--- src/rtl/hub_port_pkg.sv ---
package hub_port_pkg;

  localparam int REG_W = 16;

  localparam int B_CONN    = 0;
  localparam int B_CONN_CH = 1;
  localparam int B_EN      = 2;
  localparam int B_EN_CH   = 3;
  localparam int B_RESUME  = 6;
  localparam int B_LOWSPD  = 8;
  localparam int B_PRST    = 9;
  localparam int B_SUSP    = 12;

  localparam logic [REG_W-1:0] KEEP_MASK  = 16'h01BB;
  localparam logic [REG_W-1:0] CLR1_MASK  = 16'h000A;
  localparam logic [REG_W-1:0] ABSENT_VAL = 16'hFF7F;

  // Merge a software write into the current register value.
  function automatic logic [REG_W-1:0] merge_write(
    input logic [REG_W-1:0] cur,
    input logic [REG_W-1:0] wd
  );
    logic [REG_W-1:0] v;
    v = (cur & KEEP_MASK) | (wd & ~KEEP_MASK);
    v = v & ~(wd & CLR1_MASK);
    return v;
  endfunction

endpackage

--- src/rtl/hub_port_cell.sv ---
module hub_port_cell
  import hub_port_pkg::*;
(
  input  logic             clk,
  input  logic             rst,
  input  logic             wr_hit,
  input  logic [REG_W-1:0] wr_data,
  input  logic             attach,
  input  logic             low_speed,
  input  logic             detach,
  input  logic             wake,
  output logic [REG_W-1:0] q,
  output logic             bus_rst_pulse,
  output logic             resume_pulse
);

  logic [REG_W-1:0] nxt;
  logic             fire_rst;
  logic             fire_resume;

  always_comb begin
    nxt = q;
    if (wr_hit) begin
      nxt = merge_write(q, wr_data);
    end
    // Hardware events are applied after the software write.
    if (detach) begin
      if (nxt[B_CONN]) begin
        nxt[B_CONN]    = 1'b0;
        nxt[B_CONN_CH] = 1'b1;
      end
      if (nxt[B_EN]) begin
        nxt[B_EN]    = 1'b0;
        nxt[B_EN_CH] = 1'b1;
      end
    end
    if (attach) begin
      nxt[B_CONN]    = 1'b1;
      nxt[B_CONN_CH] = 1'b1;
      nxt[B_LOWSPD]  = low_speed;
    end
    if (fire_resume) begin
      nxt[B_RESUME] = 1'b1;
    end
  end

  assign fire_rst    = wr_hit && wr_data[B_PRST] && !q[B_PRST];
  assign fire_resume = wake && q[B_SUSP] && !q[B_RESUME];

  always_ff @(posedge clk) begin
    if (rst) begin
      q             <= '0;
      bus_rst_pulse <= 1'b0;
      resume_pulse  <= 1'b0;
    end else begin
      q             <= nxt;
      bus_rst_pulse <= fire_rst;
      resume_pulse  <= fire_resume;
    end
  end

endmodule

--- src/rtl/hub_port_rdmux.sv ---
module hub_port_rdmux
  import hub_port_pkg::*;
#(
  parameter int NUM_PORTS = 2,
  parameter int IDX_W     = 3
) (
  input  logic                            clk,
  input  logic                            rst,
  input  logic [NUM_PORTS-1:0][REG_W-1:0] regs,
  input  logic [IDX_W-1:0]                rd_idx,
  output logic [REG_W-1:0]                rd_data
);

  logic [REG_W-1:0] sel;

  always_comb begin
    sel = ABSENT_VAL;
    for (int i = 0; i < NUM_PORTS; i++) begin
      if (int'(rd_idx) == i) begin
        sel = regs[i];
      end
    end
  end

  always_ff @(posedge clk) begin
    if (rst) begin
      rd_data <= '0;
    end else begin
      rd_data <= sel;
    end
  end

endmodule

--- src/rtl/hub_port_regs.sv ---
module hub_port_regs
  import hub_port_pkg::*;
#(
  parameter int NUM_PORTS = 2,
  parameter int IDX_W     = 3
) (
  input  logic                 clk,
  input  logic                 rst,
  input  logic                 wr_en,
  input  logic [IDX_W-1:0]     wr_idx,
  input  logic [15:0]          wr_data,
  input  logic [IDX_W-1:0]     rd_idx,
  output logic [15:0]          rd_data,
  input  logic [NUM_PORTS-1:0] attach,
  input  logic [NUM_PORTS-1:0] low_speed,
  input  logic [NUM_PORTS-1:0] detach,
  input  logic [NUM_PORTS-1:0] wake_req,
  output logic [NUM_PORTS-1:0] bus_reset,
  output logic                 resume_det,
  output logic [NUM_PORTS-1:0] port_ready
);

  logic [NUM_PORTS-1:0][REG_W-1:0] port_q;
  logic [NUM_PORTS-1:0]            wr_hit;
  logic [NUM_PORTS-1:0]            resume_vec;

  for (genvar g = 0; g < NUM_PORTS; g++) begin : g_port
    assign wr_hit[g] = wr_en && (int'(wr_idx) == g);

    hub_port_cell u_cell (
      .clk           (clk),
      .rst           (rst),
      .wr_hit        (wr_hit[g]),
      .wr_data       (wr_data),
      .attach        (attach[g]),
      .low_speed     (low_speed[g]),
      .detach        (detach[g]),
      .wake          (wake_req[g]),
      .q             (port_q[g]),
      .bus_rst_pulse (bus_reset[g]),
      .resume_pulse  (resume_vec[g])
    );

    assign port_ready[g] = port_q[g][B_CONN] && port_q[g][B_EN];
  end

  assign resume_det = |resume_vec;

  hub_port_rdmux #(
    .NUM_PORTS (NUM_PORTS),
    .IDX_W     (IDX_W)
  ) u_rdmux (
    .clk     (clk),
    .rst     (rst),
    .regs    (port_q),
    .rd_idx  (rd_idx),
    .rd_data (rd_data)
  );

endmodule

--- config.mk ---
export PLATFORM = sky130hd
export DESIGN_NAME = hub_port_regs
export DESIGN_NICKNAME = d
export VERILOG_FILES = /design/src/rtl/hub_port_pkg.sv /design/src/rtl/hub_port_cell.sv /design/src/rtl/hub_port_rdmux.sv /design/src/rtl/hub_port_regs.sv
export SDC_FILE = /design/constraint.sdc
export NUM_CORES = 1
export LEC_CHECK = 0
export BUFFER_PORTS_ARGS = -buffer_cell sky130_fd_sc_hd__buf_4
export CAP_MARGIN = 30
export CORE_MARGIN = 1.5
export CORE_UTILIZATION = 47
export CTS_BUF_LIST = sky130_fd_sc_hd__clkbuf_2
export DETAILED_ROUTE_END_ITERATION = 7
export PLACE_DENSITY_LB_ADDON = 0.05
export SYNTH_ARGS = -nofsm -noshare
export SYNTH_HDL_FRONTEND = slang
export SYNTH_HIERARCHICAL = 1
export SYNTH_SLANG_ARGS = --single-unit
--- constraint.sdc ---
create_clock -name clk -period 1.9 [get_ports clk]
set_input_delay 0.095 -clock clk [delete_from_list [all_inputs] [get_ports clk]]
set_output_delay 0.095 -clock clk [all_outputs]
set_load 0.01 [all_outputs]
# Word-level counts from Yosys, hierarchy flattened
# Index checks and enable logic that the tools add are counted.
# word_totals
ff_bits	52
latch_bits	0
ram_bits	0
rom_bits	0
in_bits	33
output_inout_bits	21
n_memories	0
# op_classes
add_sub_neg	0
multipliers	0
div_mod_pow	0
n_lt_le_gt_ge	0
n_eq_ne	2
shift	0
mux	16
bitwise_logic	5
n_reduce_logical	23
# op_table
operator	n
$and 16x16->16	2
$mux 16	2
$or 9x16->16	2
$mux 9	2
$not 4->16	1
$logic_and 1x1->1	12
$mux 2	6
$mux 4	2
$reduce_bool 2->1	4
$eq 3x2->1 const B	2
$logic_not 3->1	2
$logic_not 1->1	4
$mux 1	4
$reduce_or 2->1	1

# Logic depth before layout (Yosys ltp)
# Gate-level depths: netlist (run 1).
# logic_depth
ltp_word	6
depth_mapped	4

# Cells and area by module
# Netlist (run 1), hierarchy kept.
# modules_own_cells
module	instances	cells_each	area_per_inst_um2	seq_area_each_um2
hub_port_cell	2	53	589.3	300.3
hub_port_rdmux	1	54	616.8	320.3
hub_port_regs	1	5	46.3	0.0

# Worst setup path after synthesis (run 1)
# OpenSTA, ideal clock, no wires.
# synth_path
kind	input to register
startpoint	in wr_idx[0]
endpoint	reg g_port[0].u_cell.q[6]
setup_ns	0.119
t_arrival_ns	0.973
required_time_ns	1.781
path_slack_ns	0.807
path_stages	4
cell_sequence	nor4b_2 > buf_6 > mux2i_1 > o21bai_1
# synth_via
elab_chain_len	3
# synth_rtl
item	line_no	rtl
start: declaration	hub_port_regs.sv:10	input logic [IDX_W-1:0] wr_idx,
$logic_not 3->1	hub_port_regs.sv:28	assign wr_hit[g] = wr_en && (int'(wr_idx) == g);
$logic_and 1x1->1	hub_port_regs.sv:28	
$reduce_bool 2->1 (no line)	--	
end signal: assignment	hub_port_cell.sv:56	q <= nxt;
end: declaration	hub_port_cell.sv:12	output logic [REG_W-1:0] q,
# No other way between the ends.
# A chain may end at the register's enable or synchronous reset.

# Worst setup path in the final report (run 1)
# layout_path
startpoint	reg g_port[0].u_cell.q[3]
endpoint	reg g_port[0].u_cell.q[3]
# layout_via
elab_chain_len	5
# layout_rtl
item	line_no	rtl
$or 9x16->16	hub_port_pkg.sv:24	v = (cur & KEEP_MASK) | (wd & ~KEEP_MASK);
$and 16x16->16	hub_port_pkg.sv:25	v = v & ~(wd & CLR1_MASK);
$mux 9 *	hub_port_cell.sv:23	if (wr_hit) begin
$mux 2	hub_port_cell.sv:32	if (nxt[B_EN]) begin
$mux 4 *	hub_port_cell.sv:27	if (detach) begin
# Every way passes the cells marked *; elsewhere a longest branch is shown, timed or not. The select of a mux whose other input is x is not followed.

==> results of run 1 <==
how the worst max path moves through the flow:
stage / endpoint / slack, ps / start / cells after the start
final: g_port[0].u_cell/q[3] / 470 / g_port[0].u_cell/q[3] / 3
after global routing: g_port[0].u_cell/q[3] / 400 / g_port[0].u_cell/q[3] / 3
after CTS: g_port[0].u_cell/q[3] / 460 / g_port[0].u_cell/q[3] / 3
after detailed placement: g_port[1].u_cell/q[6] / 630 / wr_idx[2] / 4
after global placement: g_port[1].u_cell/q[6] / 650 / wr_idx[2] / 4
after floorplan: g_port[0].u_cell/q[6] / 810 / wr_idx[0] / 4
power groups by stage:
stage               combinational [uW]  sequential [uW]  clock (uW)
finish                             250             1030         521
global route                       271             1030         589
CTS                                250             1030         543
detailed placement                 213             1050           0
global placement                   207             1040           0
floorplan                          108             1060           0
logic make-up (layout without fill, tap and decap cells):
logic type             count (synthesis)  after routing  share of synthesized area
AO/OA/AOI/OAI                         29             29                     0.0931
buffers and inverters                 17             84                     0.0720
flip-flops                            46             46                      0.500
multiplexers                          36             36                      0.196
other                                  2              6                    0.00408
AND/OR/NAND/NOR                       35             35                      0.135
layout make-up:
| class | count | area share |
|---|---|---|
| tap | 48 | 0.0242 |
| multi-input combinational | 106 | 0.327 |
| timing repair buffer | 74 | 0.248 |
| inverter | 2 | 0.00303 |
| sequential | 46 | 0.371 |
| clock buffer | 5 | 0.0101 |
| clock inverter | 3 | 0.0161 |
metal layers:
| metal | vias up | global-route usage |
|---|---|---|
| met5 | - | 0 |
| met4 | 0 | 0.0703 |
| met3 | 2 | 0.0668 |
| met2 | 36 | 0.342 |
| met1 | 682 | 0.223 |
| li1 | 703 | - |
registers in the layout, summed over array words and instances (netlist names):
name / count
g_port.u_cell/q: 26
u_rdmux/rd_data: 16
g_port.u_cell/bus_rst_pulse: 2
g_port.u_cell/resume_pulse: 2
stage by stage:
stage	hold WS (ps)	instances	cell area [um^2]	power (uW)	utilization
after floorplan	171	169	1860	1160	-
after global placement	297	252	2180	1250	0.586
after detailed placement	308	252	2180	1260	0.586
after CTS	89.7	284	2480	1820	0.668
after global routing	70.5	284	2480	1890	0.668
final	110	284	2480	1800	0.668
critical path: cells and delay by family (launching register included):
kind            cells  cell delay [ps]
compound gates      1               70
buf+inv             1              580
flops               1              400
simple gates        1              350
cells in the mapped netlist:
master    count
nor3_1        2
nor2_1       17
a21oi_1      22
or2_2         1
buf_4         7
buf_1         1
nor4_1        1
and2_1        2
buf_2         3
buf_6         3
nor4b_2       1
inv_1         2
o311ai_1      2
mux2i_1      36
buf_12        1
or3b_1        2
nand4b_1      2
o21bai_1      2
dfxtp_1      46
a21oi_2       1
and4bb_2      3
nor4bb_4      2
a21bo_2       2
conb_1        2
nand2b_1      2
==> metrics, run 1 <==
Hold Crit Start rst; number of max-cap violations 0; TNS Setup 0 ps; ANT nets after route 0; core area approximately 3700 um^2; Area Growth Syn to Fin 34.7%; synth unique cells 25; required time of the critical path approximately 2300 ps; fin crit period 1430 ps; clock share of power 0.290; IO Pins 54; via count between 1000 and 1500; largest net degree at the start of global routing between 50 and 60; post-CTS sizing 0; first-pass GRT wire length 6.29 mm; min-delay worst type primary input to flip-flop; worst path arrival time approximately 1800 ps; Fmax achieved between 600 and 700 MHz; Yosys warnings 6; WL met3 around 160 um; Pre-antenna DRT Iters 4; initial antenna violation count 0; total track usage 0.197; status complete, no violations; Worst Tran Pin Value between 500 and 600 ps; Mapped Area roughly 1800 um^2; Max-slew headroom 0.656; Clk Latency, worst-skew pair ~410 ps; top cell type by total area after synthesis dfxtp_1; WL met2 ~2.0 mm; DR vias/cell approximately 5.0; antenna cells 0; switch share 0.238; Switch Pwr 428 uW; post-CTS setup buffer count 0; CTS tree done; Final WS setup 470 ps; Iteration-0 DRC Markers 48; CP Class flip-flop to flip-flop; Comb power frac 0.139; GRT overflow 0; CTS clk-pin slew, worst paths between 200 and 250 ps; Crit Path Max Fanout 3; vias in the first global route approximately 1400; slowest CP cell dlygate4sd3_1; routed wire length 3.79 mm; Seq/Total Area, Yosys 0.500; die height between 60 and 70 um; # nets final between 200 and 300; clock tree sinks 46; most frequent cells in the layout buf_4 (50), dfxtp_1 (46), mux2i_1 (36), dlygate4sd3_1 (24), a21oi_1 (22); VDD IR max about 0.0004 V; leading cell type in the layout, fill and taps excluded buf_4; R2R Setup Slk 470 ps; clock buffer depth 2; Syn Inst Count about 170; H-tree Lvls 2; final setup violation count 0; Sequential Power Share 0.571; crit path launch type flip-flop; Reg2Reg Depth 3; area taken by multi-input logic gates approximately 810 um^2; skew final roughly 16 ps; CTS root buf clkbuf_2; RSZ-0062 raised after global routing no; Cell Int Power approximately 1400 uW; final hold violations 0; RD Place Congestion roughly 0.74; Hold Path Sink g_port[1].u_cell/q[8]; worst hold path depth 2; Reg area 921 um^2; RR Startpoint g_port[0].u_cell/q[3]; slowest cell delay on critical path slightly below 600 ps; I/O Buffers 48; Routed WL per cell approximately 13 um; total CTS buffers 5; initial core utilization 0.496; Final period util 0.753; Die W 65.6 um; CP Cell Sequence or3b_1 > o311ai_1 > dlygate4sd3_1; Routed met1 length between 1.5 and 2 mm; Synth top area share 0.500; fillers 308; Avg Synthesized Cell Area ~11 um^2; PD cells 725 nW/um^2; Top Metal Used met4; top cells by area, synth dfxtp_1 (50%), mux2i_1 (20%), a21oi_1 (6.0%), nor2_1 (3.5%), buf_4 (2.9%); DRC errors left 0; HPWL after DPL roughly 2.4 mm; Crit. End Element flip-flop; hold-fix buffers at CTS 24; max-slew violations 0; Yosys reg bits 46; leakage between 0.001 and 0.0015 uW; die area 4300 um^2; r2r endpoint g_port[0].u_cell/q[3]; share of layout cells above drive strength 1 0.288; Setup WS pre-CTS 633 ps; std cell rows 22
(Power assumes the default switching activity.)
==> inputs of run 2 (changes only) <==
==> constraint.sdc (replaced) <==
create_clock -name clk -period 1.45 [get_ports clk]
set_input_delay 0.0725 -clock clk [delete_from_list [all_inputs] [get_ports clk]]
set_output_delay 0.0725 -clock clk [all_outputs]
set_load 0.01 [all_outputs]
==> metrics, run 2 (synthesis results as in run 1) <==
R2R Setup Slk 200 ps (was 470 ps); post-CTS sizing 0 (unchanged); Pre-antenna DRT Iters 4 (unchanged); TNS Setup 0 ps (unchanged); RD Place Congestion 0.763 (was 0.740); RR Startpoint g_port[1].u_cell/q[2] (was g_port[0].u_cell/q[3]); Tot Pwr 2180 uW (was 1800 uW); Area Growth Syn to Fin 33.8% (was 34.7%); r2r endpoint g_port[1].u_cell/q[2] (was g_port[0].u_cell/q[3]); std cell rows 22 (unchanged); Routed WL per cell 13.5 um (was 13.4 um); share of layout cells above drive strength 1 0.288 (unchanged); Iteration-0 DRC Markers 38 (was 48); GRT overflow 0 (unchanged); max FFs per register 26 (unchanged); Final period util 0.859 (was 0.753); routed wire length 3.82 mm (was 3.79 mm); Crit. End Element flip-flop (unchanged); CTS tree done (unchanged); initial antenna violation count 0 (unchanged); post-layout util 0.663 (was 0.668); required time of the critical path 1810 ps (was 2270 ps); ANT nets after route 0 (unchanged); die height 65.6 um (unchanged); total CTS buffers 5 (unchanged); skew final 10.3 ps (was 16.2 ps); DR vias/cell 4.99 (was 5.01); DRC errors left 0 (unchanged); VDD IR max 0.000551 V (was 0.000389 V); I/O Buffers 48 (unchanged); first-pass GRT wire length 6.20 mm (was 6.29 mm); fin crit period 1250 ps (was 1430 ps); PD cells 885 nW/um^2 (was 725 nW/um^2); final hold violations 0 (unchanged); fillers 310 (was 308); min-delay worst type primary input to flip-flop (unchanged); Fmax achieved 803 MHz (was 699 MHz); leakage 0.00106 uW (was 0.00107 uW); Clk Latency, worst-skew pair 400 ps (was 410 ps); most frequent cells in the layout buf_4 (50), dfxtp_1 (46), mux2i_1 (36), dlygate4sd3_1 (23), a21oi_1 (22) (was buf_4 (50), dfxtp_1 (46), mux2i_1 (36), dlygate4sd3_1 (24), a21oi_1 (22)); leading registers by flop count g_port.u_cell/q x26, u_rdmux/rd_data x16 (unchanged); Reg area 921 um^2 (unchanged); crit path launch type flip-flop (unchanged); worst path arrival time 1610 ps (was 1800 ps); via count 1418 (was 1423); antenna cells 0 (unchanged); # nets final 268 (unchanged); total track usage 0.193 (was 0.197); Die W 65.6 um (unchanged); Worst Setup SP g_port[1].u_cell/q[2] (was g_port[0].u_cell/q[3]); HPWL after DPL 2.48 mm (was 2.38 mm); clock tree sinks 46 (unchanged); initial core utilization 0.496 (unchanged); vias in the first global route 1404 (was 1357); die area 4300 um^2 (unchanged); core area 3720 um^2 (unchanged); Crit Path Max Fanout 4 (was 3); CP Class flip-flop to flip-flop (unchanged); Worst Tran Pin Value 505 ps (was 516 ps); CTS root buf clkbuf_2 (unchanged); max-slew violations 0 (unchanged); Post-DP Area 2200 um^2 (was 2180 um^2); Final Instance Area 2460 um^2 (was 2480 um^2); RSZ-0062 raised after global routing no (unchanged); clock buffer depth 2 (unchanged); IO Pins 54 (unchanged); status complete, no violations (unchanged); crit path to g_port[1].u_cell/q[2] (was g_port[0].u_cell/q[3]); H-tree Lvls 2 (unchanged); largest reg by FF count g_port.u_cell/q (unchanged); Reg2Reg Depth 3 (unchanged); number of max-cap violations 0 (unchanged); largest net degree at the start of global routing 51 (unchanged); CTS clk-pin slew, worst paths 210 ps (was 220 ps); leading cell type in the layout, fill and taps excluded buf_4 (unchanged); final setup violation count 0 (unchanged); Max-slew headroom 0.664 (was 0.656); area taken by multi-input logic gates 812 um^2 (unchanged)
## run 2: cell count changes in the layout (fill, tap and decap cells not counted), sizes merged
cell / change
buf: +1
dlygate4sd3: -1
clkbuf: +1
bufinv: -1
## run 2: area by class of cell
| type | instances | area share |
|---|---|---|
| clock buffer | 6 | 0.0122 |
| multi-input combinational | 106 | 0.329 |
| clock inverter | 2 | 0.00355 |
| tap | 48 | 0.0244 |
| inverter | 2 | 0.00305 |
| sequential | 46 | 0.374 |
| timing repair buffer | 74 | 0.254 |
## run 2: routing by layer
| metal | global-route usage | share of wire |
|---|---|---|
| met3 | 0.0582 | 0.043 |
| met2 | 0.362 | 0.51 |
| met5 | 0 | 0 |
| met1 | 0.199 | 0.43 |
| met4 | 0.0703 | 0.014 |
## run 2: repair_timing
item,in CTS,in global routing
buffers inserted,0,0
hold buffers,23,0
hold endpoints to repair,30,0
## run 2: through the flow
stage | hold slack (ps) | std cells | worst slack, ps
detailed placement | 283 | 253 | 306
floorplan | 149 | 169 | 380
global route | 79.3 | 284 | 127
CTS | 78.1 | 284 | 193
finish | 104 | 284 | 204
global placement | 274 | 253 | 327
## run 2: worst max-delay path, stage by stage (launching register included)
cell	delay, ps
dfxtp_1	430
mux2i_1	90
nor3_1	130
dlygate4sd3_1	560
## run 2: how the worst min path moves through the flow
| stage | from | to | slack [ps] | cells past startpoint |
|---|---|---|---|---|
| after floorplan | rst | g_port[0].u_cell/resume_pulse | 150 | 1 |
| final | rst | g_port[0].u_cell/q[15] | 100 | 2 |
| after CTS | rst | g_port[1].u_cell/q[8] | 80 | 2 |
| after global routing | rst | g_port[0].u_cell/q[15] | 80 | 2 |
| after detailed placement | detach[0] | g_port[0].u_cell/q[2] | 280 | 2 |
| after global placement | detach[1] | g_port[1].u_cell/q[2] | 270 | 2 |
## run 2: power breakdown
| group | internal (uW) | switching (uW) |
|---|---|---|
| clock | 119 | 384 |
| combinational | 190 | 142 |
| sequential | 1320 | 24.9 |
==> inputs of run 3 (changes only) <==
--- a/config.mk
+++ b/config.mk
@@ -10,6 +10,7 @@
 export CORE_MARGIN = 1.5
 export CORE_UTILIZATION = 47
 export CTS_BUF_LIST = sky130_fd_sc_hd__clkbuf_2
+export CTS_CLUSTER_SIZE = 30
 export DETAILED_ROUTE_END_ITERATION = 7
 export PLACE_DENSITY_LB_ADDON = 0.05
 export SYNTH_ARGS = -nofsm -noshare
==> constraint.sdc (replaced) <==
create_clock -name clk -period 1.6 [get_ports clk]
set_input_delay 0.08 -clock clk [delete_from_list [all_inputs] [get_ports clk]]
set_output_delay 0.08 -clock clk [all_outputs]
set_load 0.01 [all_outputs]
==> metrics, run 3 (synthesis results as in run 1) <==
Max-slew headroom 0.662 (was 0.664); clock share of power 0.231 (was 0.230); share of layout cells above drive strength 1 0.285 (was 0.288); Crit. End Element flip-flop (unchanged); Final WS setup 176 ps (was 204 ps); die height 65.6 um (unchanged); Final period util 0.890 (was 0.859); total track usage 0.184 (was 0.193); die area 4300 um^2 (unchanged); initial core utilization 0.496 (unchanged); post-CTS sizing 0 (unchanged); core area 3720 um^2 (unchanged); Pre-antenna DRT Iters 4 (unchanged); via count 1372 (was 1418); # nets final 267 (was 268); Cell Int Power 1480 uW (was 1630 uW); routed wire length 3.61 mm (was 3.82 mm); status complete, no violations (unchanged); antenna cells 0 (unchanged); hold-fix buffers at CTS 23 (unchanged); RD Place Congestion 0.741 (was 0.763); std cell rows 22 (unchanged); clock tree sinks 46 (unchanged); H-tree Lvls 2 (unchanged); CTS root buf clkbuf_2 (unchanged); min-delay worst type primary input to flip-flop (unchanged); post-layout util 0.658 (was 0.663); CTS tree done (unchanged); Iteration-0 DRC Markers 33 (was 38); crit path launch type flip-flop (unchanged); Fmax achieved 702 MHz (was 803 MHz); number of max-cap violations 0 (unchanged); largest reg by FF count g_port.u_cell/q (unchanged); Clk Latency, worst-skew pair 400 ps (about the same); Worst Tran Pin Value 508 ps (was 505 ps); HPWL after DPL 2.28 mm (was 2.48 mm); switch share 0.251 (was 0.252); first-pass GRT wire length 5.92 mm (was 6.20 mm); CTS clk-pin slew, worst paths 220 ps (was 210 ps); max-slew violations 0 (unchanged); required time of the critical path 1940 ps (was 1810 ps); GRT overflow 0 (unchanged); Comb power frac 0.150 (was 0.152); TNS Setup 0 ps (unchanged); vias in the first global route 1327 (was 1404); worst path arrival time 1770 ps (was 1610 ps); Die W 65.6 um (unchanged); leading cell type in the layout, fill and taps excluded buf_4 (unchanged); VDD IR max 0.000613 V (was 0.000551 V); total CTS buffers 5 (unchanged); RSZ-0062 raised after global routing no (unchanged); largest net degree at the start of global routing 51 (unchanged); CP Class flip-flop to flip-flop (unchanged); IO Pins 54 (unchanged); leakage 0.00105 uW (was 0.00106 uW); DR vias/cell 4.85 (was 4.99); Crit Path Max Fanout 3 (was 4); max FFs per register 26 (unchanged); fin crit period 1420 ps (was 1250 ps); Routed WL per cell 12.7 um (was 13.5 um); final setup violation count 0 (unchanged); most frequent cells in the layout buf_4 (50), dfxtp_1 (46), mux2i_1 (36), dlygate4sd3_1 (23), a21oi_1 (22) (unchanged); Area Growth Syn to Fin 32.7% (was 33.8%); PD cells 806 nW/um^2 (was 885 nW/um^2); Setup WS pre-CTS 356 ps (was 306 ps); post-CTS setup buffer count 0 (unchanged); leading registers by flop count g_port.u_cell/q x26, u_rdmux/rd_data x16 (unchanged); I/O Buffers 48 (unchanged); DRC errors left 0 (unchanged); Switch Pwr 494 uW (was 551 uW); final hold violations 0 (unchanged); skew final 21.6 ps (was 10.3 ps); ANT nets after route 0 (unchanged); clock buffer depth 2 (unchanged); fillers 301 (was 310); Sequential Power Share 0.619 (was 0.618); initial antenna violation count 0 (unchanged)
## run 3: cell types whose count changed in the layout (fill, tap and decap cells not counted)
cell	change
buf_12	-1
## run 3: final cells by class
cell class	count	area [um^2]	area share
well taps	48	60.1	0.0246
inverters	2	7.51	0.00307
multi-input cells	106	812	0.332
clock inverters	2	8.76	0.00358
repair buffers	73	606	0.248
flip-flops and latches	46	921	0.377
clock buffers	6	30.0	0.0123
## run 3: power groups by stage
stage                     registers, uW  logic (uW)  clock network, uW
final                              1220         295                455
after global routing               1230         317                542
after CTS                          1220         296                476
after detailed placement           1240         251                  0
after global placement             1240         246                  0
after floorplan                    1250         129                  0
## run 3: path summary, 6_finish.rpt
kind              cells past startpoint                  start  slack, ps                            end
setup / recovery                      3  g_port[0].u_cell/q[3]        180          g_port[0].u_cell/q[3]
hold / removal                        2                    rst        120         g_port[0].u_cell/q[15]
setup reg to reg                      3  g_port[0].u_cell/q[3]        180          g_port[0].u_cell/q[3]
hold reg to reg                       1  g_port[0].u_cell/q[6]        520  g_port[0].u_cell/resume_pulse
## run 3: stage by stage
| stage | instances | area, um^2 | hold WS, ps | total power (uW) |
|---|---|---|---|---|
| after floorplan | 169 | 1860 | 156 | 1380 |
| after global placement | 252 | 2180 | 282 | 1490 |
| after detailed placement | 252 | 2180 | 294 | 1490 |
| after CTS | 283 | 2440 | 84.3 | 1990 |
| after global routing | 283 | 2440 | 67.0 | 2090 |
| final | 283 | 2440 | 118 | 1970 |
## run 3: layer usage
layer / share of wire / GRT usage / vias up
met4: 0.015 / 0.0703 / 0
li1: - / - / 707
met5: 0 / 0 / -
met2: 0.50 / 0.327 / 31
met1: 0.44 / 0.205 / 628
met3: 0.043 / 0.0565 / 6
## run 3: worst max-delay path, cell delays in order, from the launching register on
cell and delay, ps:
dfxtp_1 380, or3b_1 350, o311ai_1 80, dlygate4sd3_1 580
